`src/rtl/jtu_pkg.sv`:
```
// Shared definitions for the indirect jump resolve unit.
// Assumes: cause codes fit in the low bits of a 64-bit cause word.
package jtu_pkg;

    // Cause code for an instruction fetch address that is not aligned
    localparam int unsigned CAUSE_FETCH_MISALIGNED = 0;

    // Per-jump decision flags passed from the gate to the output register
    typedef struct packed {
        logic redirect;
        logic writeback;
        logic trap;
    } jtu_flags_t;

endpackage

```
`src/rtl/jtu_target_calc.sv`:
```
// Computes the jump target and the link value for an indirect jump.
// Assumes: the immediate is already sign-extended to XLEN bits; the sum wraps.
module jtu_target_calc #(
    parameter int XLEN        = 64,
    parameter int LINK_OFFSET = 4
) (
    input  logic [XLEN-1:0] pc_i,
    input  logic [XLEN-1:0] base_i,
    input  logic [XLEN-1:0] imm_i,
    output logic [XLEN-1:0] target_o,
    output logic [XLEN-1:0] link_o
);

    localparam logic [XLEN-1:0] LINK_INC = XLEN'(LINK_OFFSET);

    logic [XLEN-1:0] raw_sum;

    // Add base and offset, then drop bit 0 so an odd sum is never a fault
    always_comb begin
        raw_sum  = base_i + imm_i;
        target_o = {raw_sum[XLEN-1:1], 1'b0};
    end

    // Return address is the instruction after the jump
    always_comb begin
        link_o = pc_i + LINK_INC;
    end

endmodule

```
`src/rtl/jtu_align_check.sv`:
```
// Decides whether a cleared-LSB target is a legal fetch address.
// Assumes: bit 0 of the target is already zero; HAS_COMPRESSED selects
// whether the runtime compressed-enable flag can relax the rule.
module jtu_align_check #(
    parameter bit HAS_COMPRESSED = 1'b1
) (
    input  logic tgt_bit1_i,
    input  logic c_en_i,
    output logic misaligned_o
);

    generate
        if (HAS_COMPRESSED) begin : g_relaxable
            // Half-word targets are legal only while compressed code is enabled
            always_comb begin
                misaligned_o = tgt_bit1_i & ~c_en_i;
            end
        end else begin : g_strict
            logic unused_c_en;
            // Without compressed support every target must be word aligned
            always_comb begin
                unused_c_en  = c_en_i;
                misaligned_o = tgt_bit1_i;
            end
        end
    endgenerate

endmodule

```
`src/rtl/jtu_commit_gate.sv`:
```
// Turns a resolved jump and its alignment verdict into the next-cycle values
// of the redirect, write-back and trap fields; inactive fields are zeroed.
// Assumes: register index 0 is hard-wired to zero and must never be written.
module jtu_commit_gate
    import jtu_pkg::*;
#(
    parameter int XLEN   = 64,
    parameter int RIDX_W = 5
) (
    input  logic              valid_i,
    input  logic              misaligned_i,
    input  logic [XLEN-1:0]   pc_i,
    input  logic [XLEN-1:0]   target_i,
    input  logic [XLEN-1:0]   link_i,
    input  logic [RIDX_W-1:0] rd_i,
    output jtu_flags_t        flags_o,
    output logic [XLEN-1:0]   redirect_pc_o,
    output logic [RIDX_W-1:0] wb_idx_o,
    output logic [XLEN-1:0]   wb_data_o,
    output logic [XLEN-1:0]   cause_o,
    output logic [XLEN-1:0]   epc_o
);

    localparam logic [XLEN-1:0] CAUSE_WORD = XLEN'(CAUSE_FETCH_MISALIGNED);

    logic rd_nonzero;

    // Decide which of the three actions the jump takes
    always_comb begin
        rd_nonzero        = |rd_i;
        flags_o.trap      = valid_i & misaligned_i;
        flags_o.redirect  = valid_i & ~misaligned_i;
        flags_o.writeback = valid_i & ~misaligned_i & rd_nonzero;
    end

    // Zero every data field whose action is not taken
    always_comb begin
        redirect_pc_o = flags_o.redirect  ? target_i   : '0;
        wb_idx_o      = flags_o.writeback ? rd_i       : '0;
        wb_data_o     = flags_o.writeback ? link_i     : '0;
        cause_o       = flags_o.trap      ? CAUSE_WORD : '0;
        epc_o         = flags_o.trap      ? pc_i       : '0;
    end

endmodule

```
`src/rtl/jalr_align_trap_unit.sv`:
```
// Top of the indirect jump resolve unit: computes the target, checks it
// against the active alignment rule, and registers redirect, write-back and
// trap outputs one cycle after the jump is presented.
// Assumes: one jump per cycle at most; synchronous active-low reset.
module jalr_align_trap_unit
    import jtu_pkg::*;
#(
    parameter int XLEN           = 64,
    parameter int RIDX_W         = 5,
    parameter int LINK_OFFSET    = 4,
    parameter bit HAS_COMPRESSED = 1'b1
) (
    input  logic              clk,
    input  logic              rst_n,
    input  logic              jmp_valid_i,
    input  logic [XLEN-1:0]   jmp_pc_i,
    input  logic [XLEN-1:0]   base_i,
    input  logic [XLEN-1:0]   imm_i,
    input  logic [RIDX_W-1:0] rd_idx_i,
    input  logic              compressed_en_i,
    output logic              redirect_valid_o,
    output logic [XLEN-1:0]   redirect_pc_o,
    output logic              wb_en_o,
    output logic [RIDX_W-1:0] wb_idx_o,
    output logic [XLEN-1:0]   wb_data_o,
    output logic              trap_valid_o,
    output logic [XLEN-1:0]   trap_cause_o,
    output logic [XLEN-1:0]   trap_epc_o
);

    logic [XLEN-1:0]   target;
    logic [XLEN-1:0]   link;
    logic              misaligned;
    jtu_flags_t        nxt_flags;
    logic [XLEN-1:0]   nxt_rpc;
    logic [RIDX_W-1:0] nxt_widx;
    logic [XLEN-1:0]   nxt_wdata;
    logic [XLEN-1:0]   nxt_cause;
    logic [XLEN-1:0]   nxt_epc;

    jtu_target_calc #(
        .XLEN        (XLEN),
        .LINK_OFFSET (LINK_OFFSET)
    ) u_calc (
        .pc_i     (jmp_pc_i),
        .base_i   (base_i),
        .imm_i    (imm_i),
        .target_o (target),
        .link_o   (link)
    );

    jtu_align_check #(
        .HAS_COMPRESSED (HAS_COMPRESSED)
    ) u_align (
        .tgt_bit1_i   (target[1]),
        .c_en_i       (compressed_en_i),
        .misaligned_o (misaligned)
    );

    jtu_commit_gate #(
        .XLEN   (XLEN),
        .RIDX_W (RIDX_W)
    ) u_gate (
        .valid_i       (jmp_valid_i),
        .misaligned_i  (misaligned),
        .pc_i          (jmp_pc_i),
        .target_i      (target),
        .link_i        (link),
        .rd_i          (rd_idx_i),
        .flags_o       (nxt_flags),
        .redirect_pc_o (nxt_rpc),
        .wb_idx_o      (nxt_widx),
        .wb_data_o     (nxt_wdata),
        .cause_o       (nxt_cause),
        .epc_o         (nxt_epc)
    );

    // Register every output; reset clears them all
    always_ff @(posedge clk) begin
        if (!rst_n) begin
            redirect_valid_o <= 1'b0;
            redirect_pc_o    <= '0;
            wb_en_o          <= 1'b0;
            wb_idx_o         <= '0;
            wb_data_o        <= '0;
            trap_valid_o     <= 1'b0;
            trap_cause_o     <= '0;
            trap_epc_o       <= '0;
        end else begin
            redirect_valid_o <= nxt_flags.redirect;
            redirect_pc_o    <= nxt_rpc;
            wb_en_o          <= nxt_flags.writeback;
            wb_idx_o         <= nxt_widx;
            wb_data_o        <= nxt_wdata;
            trap_valid_o     <= nxt_flags.trap;
            trap_cause_o     <= nxt_cause;
            trap_epc_o       <= nxt_epc;
        end
    end

endmodule

```
`config.mk`:
```
export PLATFORM = sky130hd
export DESIGN_NAME = jalr_align_trap_unit
export DESIGN_NICKNAME = d
export VERILOG_FILES = /design/src/rtl/jtu_pkg.sv /design/src/rtl/jtu_target_calc.sv /design/src/rtl/jtu_align_check.sv /design/src/rtl/jtu_commit_gate.sv /design/src/rtl/jalr_align_trap_unit.sv
export SDC_FILE = /design/constraint.sdc
export NUM_CORES = 1
export LEC_CHECK = 0
export BUFFER_PORTS_ARGS = -buffer_cell sky130_fd_sc_hd__buf_2
export CAP_MARGIN = 5
export CORE_MARGIN = 2
export CORE_UTILIZATION = 40
export DETAILED_ROUTE_END_ITERATION = 8
export GPL_ROUTABILITY_DRIVEN = 0
export GPL_TIMING_DRIVEN = 0
export PLACE_DENSITY = 0.62
export SYNTH_ARGS = -nofsm -noshare
export SYNTH_HDL_FRONTEND = slang
export SYNTH_HIERARCHICAL = 1
export SYNTH_SLANG_ARGS = --single-unit
```
`constraint.sdc`:
```
create_clock -name clk -period 3.9 [get_ports clk]
set_input_delay 0.585 -clock clk [delete_from_list [all_inputs] [get_ports clk]]
set_output_delay 0.585 -clock clk [all_outputs]
set_load 0.01 [all_outputs]
```
==> After elaboration in Yosys (flattened, before gate mapping) <==
Cells that the tools add are included.
W data, S select, Z words.
{ "op_classes": {"n_addsub": 2, "bitwise": 6, "n_reduce_logical": 4} }
{ "ops": {"columns": ["op", "n"], "rows": [
  ["$add A64 B3 Y64 const B", 1],
  ["$add A64 B64 Y64", 1],
  ["$reduce_and A2 Y1", 3],
  ["$reduce_or A5 Y1", 1],
  ["$and A1 B1 Y1", 4],
  ["$not A1 Y1", 2]
]} }
{ "totals": {"regBits": 200, "input_bits": 201, "out_inout_bits": 264, "word_cells": 20} }

==> Logic depth before layout (Yosys ltp) <==
{ "depth": {"ltp_word": 6, "depth_mapped": 13, "depth_no_buf": 13} }

==> Cells and area by module <==
Netlist, hierarchy kept.
{ "by_module_without_submodules": {"columns": ["module", "instances", "cells_per_inst", "area_each_um2", "seq_area_each_um2"], "rows": [
  ["jalr_align_trap_unit", 1, 557, 7086.8, 5285.1],
  ["jtu_target_calc", 1, 721, 4855.9, 0.0],
  ["jtu_commit_gate", 1, 381, 2379.8, 0.0],
  ["jtu_align_check", 1, 1, 13.8, 0.0]
]} }

==> Least setup slack after synthesis <==
No wires, ideal clock.
{ "synth_timing": {"path_type": "in2reg", "startpoint": "input base_i[0]", "endpoint": "register redirect_pc_o[62]", "setup_ps": 115, "arrival_time_ps": 3130, "required_time_ps": 3785, "slack_ps": 655, "cell_stages": 13, "path_buffers": 0, "cell_sequence": "and2_1 fa_1 a21o_1 a221o_1 o211ai_1 a31oi_2 a41oi_2 o21ai_0 a31oi_1 o21ai_1 xnor2_1 and2_1 and2_1"} }
{ "synth_between": {"elab_cells_between_ends": 5, "classes_between": "add/sub (1); bitwise (3); reduce/logical (1)"} }
{ "synth_lines": {"columns": ["element", "line", "text"], "rows": [
  ["start: declaration", "jalr_align_trap_unit.sv:17", "input logic [XLEN-1:0] base_i,"],
  ["$add A64 B64 Y64", "jtu_target_calc.sv:20", "raw_sum = base_i + imm_i;"],
  ["via target[62]", "jalr_align_trap_unit.sv:31", "logic [XLEN-1:0] target;"],
  ["end signal: assignment", "jalr_align_trap_unit.sv:91", "redirect_pc_o <= nxt_rpc;"],
  ["end: declaration", "jalr_align_trap_unit.sv:22", "output logic [XLEN-1:0] redirect_pc_o,"]
]} }
The timed path passes the listed nets, and every way through them passes these cells.
A chain may end at the register's enable or synchronous reset.

==> Worst setup path in the final report <==
Ends and elaborated chain as after synthesis.

==> results.toml <==
[run_status]
run_status = "completed"

[logic_synthesis]
synth_edf_count = 0
syn_area_per_cell_um2 = 8.64
synthTopCellsByCount = "337 x and2_1, 264 x dfxtp_1, 134 x a21oi_1"
synth.top_cells.by_area = "dfxtp_1 37%, and2_1 15%, ha_1 5.5%"
synthArstFlopShare = 0
yosys.area.top_type = "dfxtp_1"
synth_fa_ha_area_frac = 0.0564
synthSimpleGateAreaFrac = 0.300
syn-cell-area_mm2 = 0.0143
synth_seq_cells = 264
synth-xor-area-share = 0.0739
synthFlopType = "dfxtp_1"
synth_top_area_frac = 0.369
netlist_instances = 1660
synth.most_common_cell = "and2_1"
synth.distinct_cells = 69
synth_top_family_by_area = "simple AND/OR/NAND/NOR gates"
yosys_warnings = 6
synth_compound_area_frac = 0.124
yosysSeqAreaShare = 0.369
synthMuxAreaShare = 0

[sta]
hold_viol = 0
rsz0062_at_grt = "no"
tns_ns = 0
worst_slew_pin_slew_ns = 0.798
slew_violations = 0
setup_viol = 0
fmax_mhz = 286
slew_headroom = 0.468
period_needed_ns = 3.50
setup_ws_ns = 0.403
fin_hold_ws_ns = 0.376
finalCritPeriodShare = 0.897

[pwr]
power_leakage_nw = 9.24
finalPower_mw = 7.03
swShare = 0.281
ir_worst_vdd_mv = 0.333
p_comb_frac = 0.218
seqPwrFrac = 0.408
p_sw_mw = 1.98
p_per_area_mw_per_mm2 = 382
p_int_mw = 5.05
clockPowerShare = 0.374

[clocking]
cts_buffers = 29
cts-root-buf = "clkbuf_16"
htreeDepth = 1
clkTransAtPathRegs_ns = 0.06
cts_setup_buffers = 0
cts_tree = "yes"
cts-resized-gates = 0
max-clock-path-buffers = 3
clkSinkCount = 264
cts_hold_buf = 0

[place]
place.detailed.hpwl_mm = 35.6
port_buffers = 463
dp.cells = 2647
dp_slack_ns = -0.0610

[global_route]
grt-ovfl-total = 0
antenna_found_initial = 6
grt_use_total = 0.226
grt_max_degree = 14
grt_pass1_wl_mm = 68.8
grt_pass1_vias = 13100

[detailed_routing]
drtPass1Iterations = 5
wl_per_cell_um = 16.2
viasPerCell = 4.85
ant_nets = 0
drc_errors = 0
first_iter_violations = 503
top_layer = "met4"
routed-via-count = 13100
totalWireLength_mm = 43.8
wl_met3_mm = 2.94
route.met2.wl_mm = 21.4
routedLengthMet1_mm = 18.3

[critical_path]
worst_setup_path_end_kind = "flip-flop"
path_class = "input pin to flip-flop"
required_ns = 4.34
arrival_ns = 3.93
crit_fanout = 4
startpoint_type = "input pin"

[cells_and_area]
area_growth_pct = 28.4
instances_no_fill = 2705
fin_nets = 2482
drive_gt1_frac = 0.295

[floorplanning]
row_count = 69
die_w_um = 193
io_pins = 465
die_area_mm2 = 0.0374
core_area_mm2 = 0.0354
die_y_um = 193
initial_core_util = 0.405

[worst_hold_path]
hp-class = "input pin to flip-flop"

[run]
drv_cap = 0
==> power groups by stage <==
stage	clock network, mW	registers, mW	logic, mW
global route	2.83	2.88	1.70
finish	2.63	2.87	1.54
CTS	2.71	2.87	1.53
global placement	0	2.93	1.51
floorplan	0	3.00	0.924
detailed placement	0	2.93	1.52
==> metal layers <==
metal	up-vias	global-route usage
met3	70	0.0453
met2	458	0.406
met1	5981	0.272
li1	6616	-
met5	-	0
met4	0	0.0687
==> metrics by stage <==
stage          instance area (um^2)   util
2_1_floorplan                 14600      -
4_1_cts                       18400  0.519
3_5_place_dp                  17500  0.493
3_3_place_gp                  17500  0.493
5_1_grt                       18400  0.520
6_report                      18400  0.520
==> area by class of cell <==
type | instances | area (um^2)
clock buffers | 39 | 823
repair buffers | 463 | 2320
fillers | 3484 | 17000
inverters | 25 | 93.8
multi-input cells | 1257 | 8190
well taps | 461 | 577
diodes | 7 | 17.5
clock inverters | 12 | 95.1
plain buffers | 177 | 1010
flip-flops and latches | 264 | 5290
==> flip-flops by register name, summed over array words and instances, names as in the netlist <==
name	flops
redirect_valid_o	1
wb_data_o	64
wb_en_o	1
trap_cause_o	64
wb_idx_o	5
redirect_pc_o	64
trap_valid_o	1
trap_epc_o	64
==> final timing paths <==
check / from / end / cells after the start
worst max-delay path: base_i[0] / redirect_pc_o[62]$_SDFF_PN0_ / 14
worst min-delay path: rd_idx_i[1] / wb_idx_o[1]$_SDFF_PN0_ / 3
==> cells in the final DEF, fill, tap and decap left out, types with 26 or more instances in the layout <==
cell type / netlist / final
a21oi_1: 134 / 134
and2_1: 337 / 337
and3_1: 79 / 79
buf_2: 27 / 490
buf_4: 72 / 72
clkbuf_1: 49 / 53
clkbuf_16: 0 / 29
clkbuf_2: 26 / 26
conb_1: 2 / 65
dfxtp_1: 264 / 264
ha_1: 63 / 63
nand2_1: 84 / 84
nand3_1: 31 / 31
nand3b_1: 64 / 64
nand4_1: 35 / 35
nor2_1: 41 / 41
o21ai_0: 37 / 37
xnor2_1: 73 / 73
xor2_1: 48 / 48
==> critical path: stages <==
cell and delay, ns:
buf_2 0.11, and2_1 0.16, fa_1 0.41, a21o_1 0.24, a221o_1 0.37, o211ai_1 0.36
a31oi_2 0.24, a41oi_2 0.39, o21ai_0 0.23, a31oi_1 0.32, o21ai_1 0.12, xnor2_1 0.13
and2_1 0.13, and2_1 0.12
==> logic make-up after synthesis <==
family                   after synthesis
AO/OA/AOI/OAI                        282
XOR/XNOR                             121
adder cells (fa/ha/maj)               64
buffers and inverters                202
flip-flops                           264
other                                  2
AND/OR/NAND/NOR                      725
Power figures use the tool's default switching activity.
